$ cat src/rtl/lirq_pkg.sv
// Shared widths, delivery-type codes and record types for the local interrupt router.
// Assumes type codes above DT_START are reserved and never delivered.
package lirq_pkg;
    parameter int ID_W    = 8;
    parameter int VEC_W   = 8;
    parameter int TYPE_W  = 3;
    parameter int N_LVT   = 5;
    parameter int CFG_AW  = 3;
    localparam int CFG_DW = 1 + TYPE_W + VEC_W;
    localparam int N_PIN  = 4;
    localparam int LEGACY_N = 2;

    typedef enum logic [TYPE_W-1:0] {
        DT_INTR  = 3'd0,
        DT_SMI   = 3'd1,
        DT_NMI   = 3'd2,
        DT_INIT  = 3'd3,
        DT_START = 3'd4
    } dtype_e;

    typedef struct packed {
        logic             masked;
        dtype_e           dtype;
        logic [VEC_W-1:0] vec;
    } lvt_t;

    typedef struct packed {
        dtype_e           dtype;
        logic [VEC_W-1:0] vec;
    } dlv_t;

    // True for the five type codes that produce a delivery.
    function automatic logic type_ok(input logic [TYPE_W-1:0] t);
        return t <= TYPE_W'(DT_START);
    endfunction
endpackage

$ cat src/rtl/lirq_pins.sv
// Synchronises N asynchronous pins through STAGES flops and flags each rising edge
// for one cycle. Assumes every pin level lasts at least two clocks.
module lirq_pins #(
    parameter int N      = 4,
    parameter int STAGES = 2
) (
    input  logic         clk,
    input  logic         rst_n,
    input  logic [N-1:0] pin,
    output logic [N-1:0] rise
);
    for (genvar g = 0; g < N; g++) begin : g_pin
        logic [STAGES:0] sh;

        // Shift the pin through the synchroniser plus one history flop.
        always_ff @(posedge clk) begin
            if (!rst_n) sh <= '0;
            else        sh <= {sh[STAGES-1:0], pin[g]};
        end

        assign rise[g] = sh[STAGES-1] & ~sh[STAGES];
    end
endmodule

$ cat src/rtl/lirq_regs.sv
// Write-only configuration: global enable, core ID and one table entry per local
// source. Assumes address 0 is control and addresses 1..N_LVT are table entries.
module lirq_regs
    import lirq_pkg::*;
(
    input  logic              clk,
    input  logic              rst_n,
    input  logic              we,
    input  logic [CFG_AW-1:0] addr,
    input  logic [CFG_DW-1:0] wdata,
    output logic              en,
    output logic [ID_W-1:0]   core_id,
    output lvt_t              lvt [N_LVT]
);
    // Control register: enable bit and local core ID.
    always_ff @(posedge clk) begin
        if (!rst_n) begin
            en      <= 1'b0;
            core_id <= '0;
        end else if (we && addr == '0) begin
            en      <= wdata[0];
            core_id <= wdata[1+TYPE_W +: ID_W];
        end
    end

    // Table entries: reset to masked, updated on a matching address.
    always_ff @(posedge clk) begin
        for (int i = 0; i < N_LVT; i++) begin
            if (!rst_n) begin
                lvt[i] <= '{masked: 1'b1, dtype: DT_INTR, vec: '0};
            end else if (we && addr == CFG_AW'(i + 1)) begin
                lvt[i] <= '{masked: wdata[0],
                            dtype:  dtype_e'(wdata[TYPE_W:1]),
                            vec:    wdata[1+TYPE_W +: VEC_W]};
            end
        end
    end
endmodule

$ cat src/rtl/lirq_core.sv
// Resolves each request to a delivery type at capture time, holds it in a per-source
// slot, and delivers one slot per cycle in fixed order as a registered pulse.
// Assumes a message is held stable while ipi_valid is high and ipi_ready is low.
module lirq_core
    import lirq_pkg::*;
(
    input  logic              clk,
    input  logic              rst_n,
    input  logic              en,
    input  logic [ID_W-1:0]   core_id,
    input  lvt_t              lvt [N_LVT],
    input  logic              init_rise,
    input  logic              smi_rise,
    input  logic [N_LVT-1:0]  lsrc,
    input  logic              ipi_valid,
    output logic              ipi_ready,
    input  logic [TYPE_W-1:0] ipi_type,
    input  logic [ID_W-1:0]   ipi_dest,
    input  logic [VEC_W-1:0]  ipi_vec,
    output logic              o_intr,
    output logic              o_nmi,
    output logic              o_smi,
    output logic              o_init,
    output logic              o_start,
    output logic [VEC_W-1:0]  o_vec
);
    localparam int N_SLOT = 2 + N_LVT;

    logic [N_SLOT-1:0] r_req;
    dlv_t              r_dlv [N_SLOT];
    logic [N_SLOT-1:0] s_pend;
    dlv_t              s_dlv [N_SLOT];
    logic [N_SLOT-1:0] grant;
    logic              ipi_pend;
    dlv_t              ipi_dlv;
    logic              g_ipi;
    logic              hit;
    logic              ipi_take;
    logic              any;
    dlv_t              sel;

    // Map each incoming request to a delivery, per enable state and table entry.
    always_comb begin
        r_req[0] = init_rise;
        r_dlv[0] = '{dtype: DT_INIT, vec: '0};
        r_req[1] = smi_rise;
        r_dlv[1] = '{dtype: DT_SMI, vec: '0};
        for (int i = 0; i < N_LVT; i++) begin
            if (en) begin
                r_req[2+i] = lsrc[i] && !lvt[i].masked && type_ok(lvt[i].dtype);
                r_dlv[2+i] = '{dtype: lvt[i].dtype, vec: lvt[i].vec};
            end else begin
                r_req[2+i] = lsrc[i] && (i < LEGACY_N);
                r_dlv[2+i] = '{dtype: (i == 0) ? DT_INTR : DT_NMI, vec: '0};
            end
        end
    end

    // Fixed-order pick: INIT pin, SMI pin, NMI-typed table slots, message, other table slots.
    always_comb begin
        grant = '0;
        g_ipi = 1'b0;
        hit   = 1'b0;
        if (s_pend[0]) begin
            grant[0] = 1'b1;
            hit      = 1'b1;
        end else if (s_pend[1]) begin
            grant[1] = 1'b1;
            hit      = 1'b1;
        end
        for (int i = 2; i < N_SLOT; i++) begin
            if (!hit && s_pend[i] && s_dlv[i].dtype == DT_NMI) begin
                grant[i] = 1'b1;
                hit      = 1'b1;
            end
        end
        if (!hit && ipi_pend) begin
            g_ipi = 1'b1;
            hit   = 1'b1;
        end
        for (int i = 2; i < N_SLOT; i++) begin
            if (!hit && s_pend[i]) begin
                grant[i] = 1'b1;
                hit      = 1'b1;
            end
        end
    end

    assign ipi_ready = !ipi_pend || g_ipi;
    assign ipi_take  = ipi_valid && ipi_ready && en && (ipi_dest == core_id) && type_ok(ipi_type);

    // Source slots: load on a request when free or leaving, clear when delivered.
    always_ff @(posedge clk) begin
        for (int i = 0; i < N_SLOT; i++) begin
            if (!rst_n) begin
                s_pend[i] <= 1'b0;
                s_dlv[i]  <= '{dtype: DT_INTR, vec: '0};
            end else if (r_req[i] && (!s_pend[i] || grant[i])) begin
                s_pend[i] <= 1'b1;
                s_dlv[i]  <= r_dlv[i];
            end else if (grant[i]) begin
                s_pend[i] <= 1'b0;
            end
        end
    end

    // Message slot: holds one accepted and matching message until delivered.
    always_ff @(posedge clk) begin
        if (!rst_n) begin
            ipi_pend <= 1'b0;
            ipi_dlv  <= '{dtype: DT_INTR, vec: '0};
        end else if (ipi_take) begin
            ipi_pend <= 1'b1;
            ipi_dlv  <= '{dtype: dtype_e'(ipi_type), vec: ipi_vec};
        end else if (g_ipi) begin
            ipi_pend <= 1'b0;
        end
    end

    // Select the granted record.
    always_comb begin
        sel = '{dtype: DT_INTR, vec: '0};
        for (int i = 0; i < N_SLOT; i++) begin
            if (grant[i]) sel = s_dlv[i];
        end
        if (g_ipi) sel = ipi_dlv;
        any = |grant || g_ipi;
    end

    // Register the one-cycle delivery pulses and the vector.
    always_ff @(posedge clk) begin
        if (!rst_n) begin
            o_intr  <= 1'b0;
            o_nmi   <= 1'b0;
            o_smi   <= 1'b0;
            o_init  <= 1'b0;
            o_start <= 1'b0;
            o_vec   <= '0;
        end else begin
            o_intr  <= any && sel.dtype == DT_INTR;
            o_nmi   <= any && sel.dtype == DT_NMI;
            o_smi   <= any && sel.dtype == DT_SMI;
            o_init  <= any && sel.dtype == DT_INIT;
            o_start <= any && sel.dtype == DT_START;
            o_vec   <= (any && (sel.dtype == DT_INTR || sel.dtype == DT_START)) ? sel.vec : '0;
        end
    end
endmodule

$ cat src/rtl/lirq_router.sv
// Top of the per-core local interrupt router: pin synchroniser, configuration
// registers and the capture/delivery core. Pins are asynchronous; strobes are
// synchronous one-cycle pulses.
module lirq_router
    import lirq_pkg::*;
#(
    parameter int SYNC_STAGES = 2
) (
    input  logic              clk,
    input  logic              rst_n,
    input  logic              cfg_we,
    input  logic [CFG_AW-1:0] cfg_addr,
    input  logic [CFG_DW-1:0] cfg_wdata,
    input  logic              pin_lint0,
    input  logic              pin_lint1,
    input  logic              pin_smi,
    input  logic              pin_init,
    input  logic              ev_therm,
    input  logic              ev_perf,
    input  logic              ev_err,
    input  logic              ipi_valid,
    output logic              ipi_ready,
    input  logic [TYPE_W-1:0] ipi_type,
    input  logic [ID_W-1:0]   ipi_dest,
    input  logic [VEC_W-1:0]  ipi_vec,
    output logic              o_intr,
    output logic              o_nmi,
    output logic              o_smi,
    output logic              o_init,
    output logic              o_start,
    output logic [VEC_W-1:0]  o_vec
);
    logic [N_PIN-1:0] pin_rise;
    logic             cfg_en;
    logic [ID_W-1:0]  cfg_id;
    lvt_t             cfg_lvt [N_LVT];
    logic [N_LVT-1:0] lsrc;

    lirq_pins #(.N(N_PIN), .STAGES(SYNC_STAGES)) u_pins (
        .clk  (clk),
        .rst_n(rst_n),
        .pin  ({pin_init, pin_smi, pin_lint1, pin_lint0}),
        .rise (pin_rise)
    );

    lirq_regs u_regs (
        .clk    (clk),
        .rst_n  (rst_n),
        .we     (cfg_we),
        .addr   (cfg_addr),
        .wdata  (cfg_wdata),
        .en     (cfg_en),
        .core_id(cfg_id),
        .lvt    (cfg_lvt)
    );

    assign lsrc = {ev_err, ev_perf, ev_therm, pin_rise[1], pin_rise[0]};

    lirq_core u_core (
        .clk      (clk),
        .rst_n    (rst_n),
        .en       (cfg_en),
        .core_id  (cfg_id),
        .lvt      (cfg_lvt),
        .init_rise(pin_rise[3]),
        .smi_rise (pin_rise[2]),
        .lsrc     (lsrc),
        .ipi_valid(ipi_valid),
        .ipi_ready(ipi_ready),
        .ipi_type (ipi_type),
        .ipi_dest (ipi_dest),
        .ipi_vec  (ipi_vec),
        .o_intr   (o_intr),
        .o_nmi    (o_nmi),
        .o_smi    (o_smi),
        .o_init   (o_init),
        .o_start  (o_start),
        .o_vec    (o_vec)
    );
endmodule

$ cat config.mk
export PLATFORM = sky130hd
export DESIGN_NAME = lirq_router
export DESIGN_NICKNAME = d
export VERILOG_FILES = /design/src/rtl/lirq_pkg.sv /design/src/rtl/lirq_pins.sv /design/src/rtl/lirq_regs.sv /design/src/rtl/lirq_core.sv /design/src/rtl/lirq_router.sv
export SDC_FILE = /design/constraint.sdc
export NUM_CORES = 1
export LEC_CHECK = 0
export CAP_MARGIN = 20
export CORE_UTILIZATION = 40
export DETAILED_ROUTE_END_ITERATION = 16
export PLACE_DENSITY_LB_ADDON = 0.2
export SLEW_MARGIN = 20
export SYNTH_ARGS = -nofsm -noshare
export SYNTH_HDL_FRONTEND = slang
export SYNTH_HIERARCHICAL = 1
export SYNTH_SLANG_ARGS = --single-unit
$ cat constraint.sdc
create_clock -name clk -period 3.65 [get_ports clk]
set_input_delay 0.365 -clock clk [delete_from_list [all_inputs] [get_ports clk]]
set_output_delay 0.365 -clock clk [all_outputs]
set_load 0.01 [all_outputs]
==> results.md, run 1 <==
- Post-synth EDFFs: 57
- DR vias: 5059
- Post-synthesis sequential area ratio: 54.8%
- YS warnings: 6
- Final std cells w/o fill: 932
- Total global-route track usage: 20.0%
- Hold Violations, Final: 0
- Final worst path period share: 77.0%
- Chip Height: 137 um
- Cell variety after synth: 58
- Synth Area in XOR/XNOR: 0.966%
- Routed WL: 17300 um
- Post-Place Cells: 900
- Slew Limit Fails: 0
- Layout cells sized above 1: 8.77%
- Max incr delay on CP: 580 ps
- Share of flip-flops with an asynchronous set or reset: 0%
- Layout Nets: 739
- Type of the worst setup path: reg2reg
- Largest family of logic cells by synthesized area: simple AND/OR/NAND/NOR gates
- Total gr overflow: 0
- CTS tree: built
- R2R cell count: 5
- Status: finished, final reports clean
- Post-detail-place hpwl: 12600 um
- GPL Wtd Cong: 0.859
- Slew HR: 36.3%
- Setup TNS: 0 ps
- ANT cells: 0
- Share of the synthesized area in the top cell type: 31.2%
- Layout area overhead: 17.2%
- Final core occ: 48.6%
- Post-CTS Resized: 0
- Synthesized net count: 694
- RR Endpoint: u_core/s_dlv[4][5]
- Crit path depth: 5
- # hold bufs at CTS: 0
- FF+latch count, synth: 170
- Post-synthesis mux area share: 11.0%
- DR vias/cell: 5.43
- Placed cell area: 0.00796 sq mm
- Synth top area cells: dfxtp_1, edfxtp_1, mux2i_1
- Area leader, netlist: dfxtp_1
- Number of fill cells: 1554
- Core footprint: 0.0175 sq mm
- Cell Area, Synth: 0.00726 sq mm
- Die area: 0.0187 sq mm
- Power per standard cell area: 460 mW/mm^2
- Initial DRT Pass Iterations: 7
- Initial antenna violation count: 0
- Initial Utilization: 41.5%
- Syn Area/Cell: 11.2 sq um
- CP required: 3710 ps
- Rows: 48
- RSZ-0062 raised after global routing: false
- Post-route ant nets: 0
- CP startpoint: u_core/s_dlv[6][9]
- Maximum clock path buffer count: 2
- Clock Tree Root: clkbuf_16
- VDD IR max: 0.308 mV
- DRC violations left: 0
- Worst path arrival time: 2870 ps
- Hold endpoint: u_pins/g_pin[0].sh[1]
- Hold path depth: 1
- CTS buffer count: 17
- Pleak: 0.00340 uW
- Post-route cell area: 0.00850 sq mm
- Crit. End Element: flip-flop
- Top_reg_cell synth: dfxtp_1
- Worst hold path class: reg2reg
- Synth Area in Simple Gates: 21.7%
- Critical Path Fanout Max: 12
- R2R setup slack: 840 ps
- Startpoint types: flip-flop
- Global-route wire length before repair: 27200 um
- Vias in the first global route: 4834
- Post-Synth Adder-Cell Area: 0%
- Hold_sp: u_pins/g_pin[0].sh[0]
- Tmin final: 2810 ps
- Layout Skew: 7.21 ps
- Clk sinks: 170
- Reg2Reg Launch Point: u_core/s_dlv[6][9]
- Slowest library cell on the worst path: a21oi_1
- IO Pins: 59
- Tot Pwr: 3910 uW
- Setup Viol. Count Final: 0
- Syn Inst Count: 649
- # port buffers: 58
- F_max: 356 MHz
- Drt initial violations: 378
- Max-cap violations: 0
- Htree depth: 4
- Skew-Pair Late Insertion Delay: 420 ps
- Post-synthesis compound-gate area fraction: 8.35%
- Worst Path Buf+Inv: 0
- Die X: 137 um
- Largest delay share family, worst path: simple AND/OR/NAND/NOR gates
- Total setup buffers inserted after CTS: 0
- CP Cell Sequence: nand4bb_2, nand3_1, o21a_1, a21oi_1, nand2b_1
- Wirelength per Cell: 18.6 um
- Clk pin slew, worst setup/hold paths: 60 ps
- Largest net degree at the start of global routing: 86
- Worst slew pin tran: 950 ps
state kept, by name, summed over array words and instances (netlist names):
name / cells
u_regs/lvt: 60
u_core/s_dlv: 57
u_pins/g_pin.sh: 12
u_core/ipi_dlv: 11
u_core/o_vec: 8
u_regs/core_id: 8
u_core/s_pend: 7
u_core/ipi_pend: 1
u_core/o_init: 1
u_core/o_intr: 1
u_core/o_nmi: 1
u_core/o_smi: 1
u_core/o_start: 1
u_regs/en: 1
routing by layer:
metal / GRT usage (%) / vias to the layer above / routed length, um
met2: 32.6 / 124 / 8360
met1: 26.1 / 2466 / 8030
met4: 7.96 / 0 / 335
met3: 3.85 / 23 / 594
li1: - / 2446 / -
met5: 0 / - / 0
worst reg2reg max path: cells and delay by family, from the launching register on:
kind | cells | cell delay [ps]
AO/OA/AOI/OAI | 2 | 920
flip-flops | 1 | 420
AND/OR/NAND/NOR | 3 | 1110
kinds of logic after synthesis:
group | after synthesis
AND/OR/NAND/NOR | 270
flip-flops | 170
multiplexers | 80
AO/OA/AOI/OAI | 75
buffers and inverters | 46
XOR/XNOR | 8
per-stage QoR:
stage	hold slack [ps]	setup WS (ps)
after floorplan	406	1500
after global placement	414	684
after detailed placement	413	646
after CTS	427	874
after global routing	435	629
final	424	839
layout by cell type, fill, tap and decap left out, types with 3 or more instances in the layout:
cell type	synthesis	layout
nand4b_1	5	5
nand2b_1	14	14
dfxtp_1	113	113
nand3_1	11	11
nor2_1	4	4
and2_2	8	8
a221o_1	8	8
clkdlybuf4s50_1	0	57
a21boi_0	4	4
clkinvlp_4	0	3
xnor2_1	8	8
inv_1	7	7
o21ai_0	9	9
nand2_1	95	95
clkbuf_16	0	17
o21a_1	5	5
nor2b_1	24	24
clkinv_2	0	3
a21oi_1	11	11
and4bb_2	4	4
edfxtp_1	57	57
mux2i_1	80	80
nor3_1	8	8
and2_1	28	28
nand4_1	7	7
nand4bb_1	3	3
nand4bb_2	3	3
a221oi_1	8	8
buf_4	6	8
and3_1	35	35
o22ai_1	10	10
clkinv_1	0	3
nor4_1	8	8
cells in the mapped netlist, drive strengths merged, types with 2 or more instances:
cell type / instances
a21boi: 4
o21a: 5
and4bb: 4
o311ai: 2
nand4b: 5
xnor2: 8
nor4bb: 2
dfxtp: 113
inv: 7
edfxtp: 57
nor2b: 24
nand2b: 14
o32ai: 2
nor4: 8
nor3: 9
a211oi: 2
a221oi: 8
a21oi: 11
nand3: 12
and3: 35
nand4: 8
o41ai: 2
nor4b: 2
clkbuf: 20
o22ai: 10
and2: 36
nor3b: 2
nor2: 5
nand4bb: 6
a22oi: 2
a221o: 8
buf: 19
nand2: 95
mux2i: 80
o21ai: 11
worst max-delay path by stage:
stage	end	slack, ps
after floorplan	u_core/s_dlv[3][0]	1500
after global placement	u_core/ipi_dlv[8]	680
after detailed placement	u_core/ipi_dlv[10]	650
after CTS	ipi_ready	870
after global routing	u_core/s_dlv[4][2]	630
final	u_core/s_dlv[4][5]	840
final cells by class:
class	instances	area, sq um	area share (%)
Timing Repair Buffer	65	631	7.42
Inverter	7	26.3	0.309
Multi-Input combinational cell	433	3050	35.9
Tap cell	225	282	3.31
Clock inverter	13	105	1.24
Sequential cell	170	3970	46.7
Clock buffer	19	433	5.09
power breakdown:
group | switching [uW] | internal, uW
Sequential | 31.9 | 2010
Combinational | 124 | 106
Clock | 715 | 930
Note: power is estimated with default switching activity, not from simulation.
==> run 2: changes to the inputs <==
Clock period 3.65 ns to 2.95 ns, I/O delays scaled along.
==> run 2 against run 1 <==
Largest power group unchanged. Sequential power rose by 23%. Worst setup slack got worse by 590 ps. Highest routed layer unchanged. Total power rose by 29%.
==> results.md, run 2 (same netlist as run 1, synthesis figures left out) <==
- Maximum clock path buffer count: 2 (unchanged)
- Clk sinks: 170 (unchanged)
- R2R cell count: 6 (+1)
- Layout area overhead: 19.1%
- Final worst path period share: 91.4%
- Total gr overflow: 0 (unchanged)
- Wirelength per Cell: 18.2 um (-2.3%)
- Startpoint types: flip-flop
- CP Cell Sequence: nand4bb_1, and3_1, a21oi_1, inv_1, clkdlybuf4s50_1
- # hold bufs at CTS: 0 (unchanged)
- Htree depth: 4 (unchanged)
- Die X: 137 um (unchanged)
- Critical Path Fanout Max: 12 (unchanged)
- Commonest non-fill, non-tap cell in the layout: dfxtp_1
- Crit. End Element: output port
- Biggest regs: u_regs/lvt: 60 flops, u_core/s_dlv: 57 flops, u_pins/g_pin.sh: 12 flops
- Post-detail-place hpwl: 12700 um (+0.90%)
- GPL Wtd Cong: 0.873 (+1.7%)
- Initial antenna violation count: 0 (unchanged)
- Reg2Reg Launch Point: u_core/ipi_pend
- DRC violations left: 0 (unchanged)
- Rows: 48 (unchanged)
- Top layer used by detailed routing: met4
- RR Endpoint: u_core/o_vec[1]
- Skew-Pair Late Insertion Delay: 430 ps (about the same)
- Largest register by flop count: u_regs/lvt
- Pleak: 0.00347 uW (+2.2%)
- Slew Limit Fails: 0 (unchanged)
- Status: finished, final reports clean
- Max-cap violations: 0 (unchanged)
- Placed cell area: 0.00804 sq mm (+0.94%)
- Total global-route track usage: 19.5% (-0.49 points)
- IO Pins: 59 (unchanged)
- CTS buffer count: 17 (unchanged)
- CP required: 2650 ps (-1060 ps)
- Number of flip-flops in the largest register: 60 (unchanged)
- Hold_sp: rst_n
- Layout cells sized above 1: 10.9% (+2.1 points)
- Vias in the first global route: 4974 (+2.9%)
- Most frequent cells in the layout: dfxtp_1, nand2_1, mux2i_1
- Post-route cell area: 0.00864 sq mm (+1.6%)
- M1 wire length: 7940 um (-1.1%)
- DR vias: 5042 (-0.34%)
- Largest net degree at the start of global routing: 56 (-35%)
- Power per standard cell area: 584 mW/mm^2 (+27%)
- Clk pin slew, worst setup/hold paths: 70 ps (about the same)
- Initial Utilization: 41.5% (unchanged)
- Slowest library cell on the worst path: dfxtp_1
- RSZ-0062 raised after global routing: false
- CTS tree: built
- Hold Violations, Final: 0 (unchanged)
- Type of the worst setup path: reg2out
- Final std cells w/o fill: 942 (+1.1%)
- Global-route wire length before repair: 26800 um (-1.3%)
- Layout Nets: 749 (+1.4%)
- Clock Tree Root: clkbuf_16
- Setup Viol. Count Final: 0 (unchanged)
- Chip Height: 137 um (unchanged)
- Slew HR: 46.0% (+9.7 points)
- Worst path arrival time: 2400 ps (-470 ps)
- Worst slew pin tran: 810 ps (-140 ps)
- Worst hold path class: in2reg
- VDD IR max: 0.437 mV (+42%)
- F_max: 371 MHz
- Max incr delay on CP: 590 ps (about the same)
- Hold endpoint: u_regs/lvt[48]
- ANT cells: 0 (unchanged)
- Post-route ant nets: 0 (unchanged)
- Die area: 0.0187 sq mm (unchanged)
- Drt initial violations: 401 (+6.1%)
- R2R setup slack: 340 ps (-500 ps)
- Met3 wire len: 832 um (+40%)
- Hold path depth: 3 (+2)
- Routed WL: 17100 um (-1.2%)
- Post-Place Cells: 910 (+1.1%)
- Layout Skew: 9.80 ps (+2.59 ps)
- Core footprint: 0.0175 sq mm (unchanged)
- Initial DRT Pass Iterations: 5 (-2)
- # port buffers: 58 (unchanged)
- DR vias/cell: 5.35 (-1.4%)
- Tmin final: 2700 ps
- Met2 Routed Length: 7750 um (-7.3%)
-- run 2: cell types whose count changed in the layout (fill, tap and decap cells not counted) --
| cell | change |
|---|---|
| clkinv_1 | -3 |
| a21oi_1 | -1 |
| clkbuf_1 | -2 |
| clkinvlp_4 | +1 |
| buf_4 | +10 |
| clkbuf_8 | +1 |
| a21oi_2 | +1 |
| clkinv_2 | -2 |
| bufinv_16 | +1 |
| inv_6 | +4 |
| inv_8 | +1 |
| clkinv_4 | -1 |
-- run 2: area by class of cell --
class,count,area [sq um]
sequential,170,3970
tap,225,282
timing repair buffer,75,706
inverter,7,26.3
fill,1575,8840
clock buffer,18,439
clock inverter,14,159
multi-input combinational,433,3060
-- run 2: per-stage QoR --
stage	hold slack (ps)	worst slack, ps	total power (uW)	utilization, %	TNS (ps)
2_1_floorplan	406	803	2720	-	0
5_1_grt	406	76.9	5210	49.4	0
6_report	367	252	5050	49.4	0
3_3_place_gp	419	102	2850	46.0	0
3_5_place_dp	420	-24.5	2860	46.0	-60.3
4_1_cts	377	240	5090	49.4	0
-- run 2: report_power, final --
group	internal, uW	switching, uW
Combinational	135	157
Clock	1290	955
Sequential	2480	33.7
Total	3900	1150
-- run 2: worst max path at each step --
stage / start / to
after CTS: u_core/s_pend[2] / ipi_ready
after detailed placement: ipi_type[1] / u_core/ipi_dlv[8]
after global routing: u_core/s_pend[2] / ipi_ready
final: u_core/s_pend[2] / ipi_ready
after global placement: ipi_type[0] / u_core/ipi_dlv[10]
after floorplan: u_core/ipi_pend / u_core/s_dlv[3][0]
-- run 2: timing repair --
item	CTS	global route
hold endpoints to repair	0	0
resized for setup	0	1
setup endpoints to repair	0	11
buffers inserted	0	0
-- run 2: per-layer routing --
layer  GRT usage (%)  vias up
met5               0        -
met4            10.5        0
met3            4.48       39
met2            30.1      140
met1            25.3     2404
li1                -     2459
-- run 2: critical path: cells and delay by family, from the launching register on --
kind                   cells  cell delay, ps
AND/OR/NAND/NOR            2             600
flip-flops                 1             590
AO/OA/AOI/OAI              1             210
buffers and inverters      2             570
==> run 3: changes to the inputs <==
Settings changed: SYNTH_HIERARCHICAL 1 to unset.
==> run 3 against run 2 <==
Sequential cell count did not move. Global-route usage rose by 0.43 points. Clock-buffer cell count rose by 1. Largest power group unchanged.
==> results.md, run 3 <==
- Status: finished, final reports clean
- Biggest regs: u_regs.lvt: 60 flops, u_core.s_dlv: 57 flops, u_pins.g_pin.sh: 12 flops
- Top post-synthesis cells by count: nand2_1, dfxtp_1, a21boi_0, edfxtp_1, and2_1
- Clk sinks: 170 (unchanged)
- CP required: 2650 ps (about the same)
- Top_reg_cell synth: dfxtp_1
- Skew-Pair Late Insertion Delay: 420 ps (about the same)
- Post-Place Cells: 971 (+6.7%)
- Max-cap violations: 0 (unchanged)
- R2R setup slack: 210 ps (-130 ps)
- Setup Viol. Count Final: 0 (unchanged)
- Total setup buffers inserted after CTS: 0 (unchanged)
- Total global-route track usage: 20.0% (+0.43 points)
- R2R cell count: 8 (+2)
- Routed WL: 17800 um (+4.0%)
- Slew Limit Fails: 0 (unchanged)
- Layout area overhead: 18.4%
- Core footprint: 0.0174 sq mm (-0.34%)
- Setup TNS: 0 ps (unchanged)
- YS warnings: 0 (-6)
- Clock network power share: 41.9% (-2.5 points)
- Rows: 48 (unchanged)
- Clock Tree Root: clkbuf_16
- Layout cells sized above 1: 7.84% (-3.0 points)
- Slowest library cell on the worst path: nor4_4
- Initial antenna violation count: 0 (unchanged)
- DR vias: 5376 (+6.6%)
- Hold slack: 380 ps (+13.7 ps)
- DRC violations left: 0 (unchanged)
- Crit. End Element: output port
- Initial Utilization: 41.2% (-0.30 points)
- Post-detail-place hpwl: 13100 um (+3.1%)
- Startpoint types: flip-flop
- Pleak: 0.00315 uW (-9.3%)
- Share of the synthesized area in the top cell type: 31.5% (+0.33 points)
- Type of the worst setup path: reg2out
- Hold endpoint: u_regs.lvt[23]
- CTS tree: built
- Cell Area, Synth: 0.00718 sq mm (-1.1%)
- P_sw: 1130 uW (-1.5%)
- Comb pwr share: 6.2% (+0.4 points)
- Most common cell in the netlist: nand2_1
- Global-route wire length before repair: 27500 um (+2.5%)
- Share of flip-flops with an asynchronous set or reset: 0% (unchanged)
- Post-route ant nets: 0 (unchanged)
- Final std cells w/o fill: 1003 (+6.5%)
- FF+latch count, synth: 170 (unchanged)
- Vias in the first global route: 5051 (+1.5%)
- Total gr overflow: 0 (unchanged)
- Worst slew pin tran: 655 ps (-155 ps)
- Syn Inst Count: 720 (+11%)
- Wirelength per Cell: 17.7 um (-2.4%)
- F_max: 354 MHz (-4.5%)
- Clk pin slew, worst setup/hold paths: 70 ps (about the same)
- Die area: 0.0185 sq mm (-1.0%)
- Tmin final: 2820 ps (+126 ps)
- Hold_sp: rst_n
- Power per standard cell area: 570 mW/mm^2 (-2.3%)
- Cell variety after synth: 59 (+1.7%)
- IO Pins: 59 (unchanged)
- Critical Path Fanout Max: 10 (-2)
- Number of flip-flops in the largest register: 60 (unchanged)
- Largest register by flop count: u_regs.lvt
- Sw Ratio: 23.3% (+0.56 points)
- Chip Height: 136 um (-0.52%)
- CP Cell Sequence: nor4bb_1, buf_4, nor4_4, a21oi_2, inv_1, clkdlybuf4s50_1
- VDD IR max: 0.426 mV (-2.5%)
- Htree depth: 4 (unchanged)
- Reg2Reg Launch Point: u_core.s_dlv[0][31]
- Maximum clock path buffer count: 2 (unchanged)
- Largest net degree at the start of global routing: 79 (+41%)
- Final worst path period share: 95.7% (+4.3 points)
- Flop pwr share: 52.0% (+2.2 points)
- Worst hold path class: in2reg
- Slew HR: 56.3% (+10 points)
- Hold Violations, Final: 0 (unchanged)
- # hold bufs at CTS: 0 (unchanged)
- Syn Area/Cell: 9.97 sq um (-11%)
- GPL Wtd Cong: 0.854 (-2.2%)
- Post-synthesis sequential area ratio: 55.4% (+0.58 points)
- Die X: 136 um (-0.52%)
- Initial DRT Pass Iterations: 5 (unchanged)
- Hold path depth: 2 (-1)
- Worst path arrival time: 2530 ps (+130 ps)
- Post-synth EDFFs: 57 (unchanged)
- RR Endpoint: u_core.o_vec[4]
- Synth top area cells: dfxtp_1, edfxtp_1, nand2_1
- Final core occ: 48.8% (-0.63 points)
- RSZ-0062 raised after global routing: false
- Layout Skew: 9.91 ps (+0.116 ps)
- Max incr delay on CP: 550 ps (-40 ps)
- Synthesized net count: 765 (+10%)
- Layout Nets: 810 (+8.1%)
- Drt initial violations: 514 (+28%)
- # port buffers: 58 (unchanged)
- Commonest non-fill, non-tap cell in the layout: nand2_1
- ANT cells: 0 (unchanged)
- Power Internal: 3720 uW (-4.6%)
- DR vias/cell: 5.36 (+0.14%)
- CTS buffer count: 17 (unchanged)
- Most frequent cells in the layout: nand2_1, dfxtp_1, a21boi_0
- Area leader, netlist: dfxtp_1
run 3: cell types whose count changed in the layout (fill, tap and decap cells not counted), moves of 8 or more:
cell / before / now
nand2_1: 95 / 170
mux2i_1: 80 / 11
a21boi_0: 4 / 69
o22ai_1: 10 / 0
and2_1: 28 / 37
nand2b_1: 14 / 5
and2_2: 8 / 0
nor2b_1: 24 / 16
nor4_1: 8 / 0
o221ai_1: 0 / 8
run 3: power by group through the flow:
| stage | sequential, uW | combinational [uW] | clock [uW] |
|---|---|---|---|
| after CTS | 2520 | 299 | 2080 |
| final | 2520 | 299 | 2030 |
| after global routing | 2520 | 326 | 2170 |
| after floorplan | 2550 | 164 | 0 |
| after detailed placement | 2570 | 298 | 0 |
| after global placement | 2570 | 291 | 0 |
run 3: critical path: cells and delay by family (launching register included):
kind	cells	cell delay, ps
simple gates	2	710
flops	1	400
buf+inv	3	830
compound gates	1	180
run 3: per-layer routing:
metal	vias to the layer above	GRT usage (%)	wire (um)
met1	2518	27.3	8300
met2	187	31.0	8110
met4	0	7.90	543
met3	33	3.88	825
li1	2638	-	-
met5	-	0	0
run 3: final cells by class:
cell class,instances,area [sq um]
tap,225,282
inverter,9,33.8
clock inverter,13,95.1
fill,1595,8920
timing repair buffer,71,676
sequential,170,3970
multi-input combinational,496,3000
clock buffer,19,443
run 3: how the worst max path moves through the flow:
| stage | from | to | slack (ps) | depth (start not counted) |
|---|---|---|---|---|
| after floorplan | u_core.s_dlv[0][31] | u_core.s_dlv[1][11] | 610 | 7 |
| after global placement | u_core.s_dlv[0][31] | u_core.o_start | 410 | 8 |
| after detailed placement | u_core.s_pend[4] | u_core.o_vec[4] | 240 | 7 |
| after CTS | u_core.s_dlv[0][31] | ipi_ready | 30 | 6 |
| after global routing | u_core.s_dlv[0][31] | u_core.o_vec[7] | 40 | 8 |
| final | u_core.s_dlv[0][31] | ipi_ready | 130 | 6 |
run 3: what timing repair did:
action | 4_1_cts | 5_1_grt
endpoints found under the hold margin | 0 | 0
gates resized for setup | 0 | 2
endpoints found under the setup margin | 0 | 5
run 3: cells by family (layout without fill, tap and decap cells):
group / count (synthesis) / count (layout) / share of synthesized area [%]
flip-flops: 170 / 170 / 55.4
AND/OR/NAND/NOR: 339 / 339 / 24.6
buffers and inverters: 54 / 112 / 3.03
XOR/XNOR: 8 / 8 / 0.976
multiplexers: 11 / 11 / 1.53
AO/OA/AOI/OAI: 138 / 138 / 14.5
run 3: per-stage QoR:
step	area, sq um	setup slack, ps	power, uW
6_report	8500	126	4850
5_1_grt	8500	40.0	5020
4_1_cts	8490	33.6	4890
3_5_place_dp	7950	242	2870
3_3_place_gp	7950	411	2860
2_1_floorplan	7180	611	2720
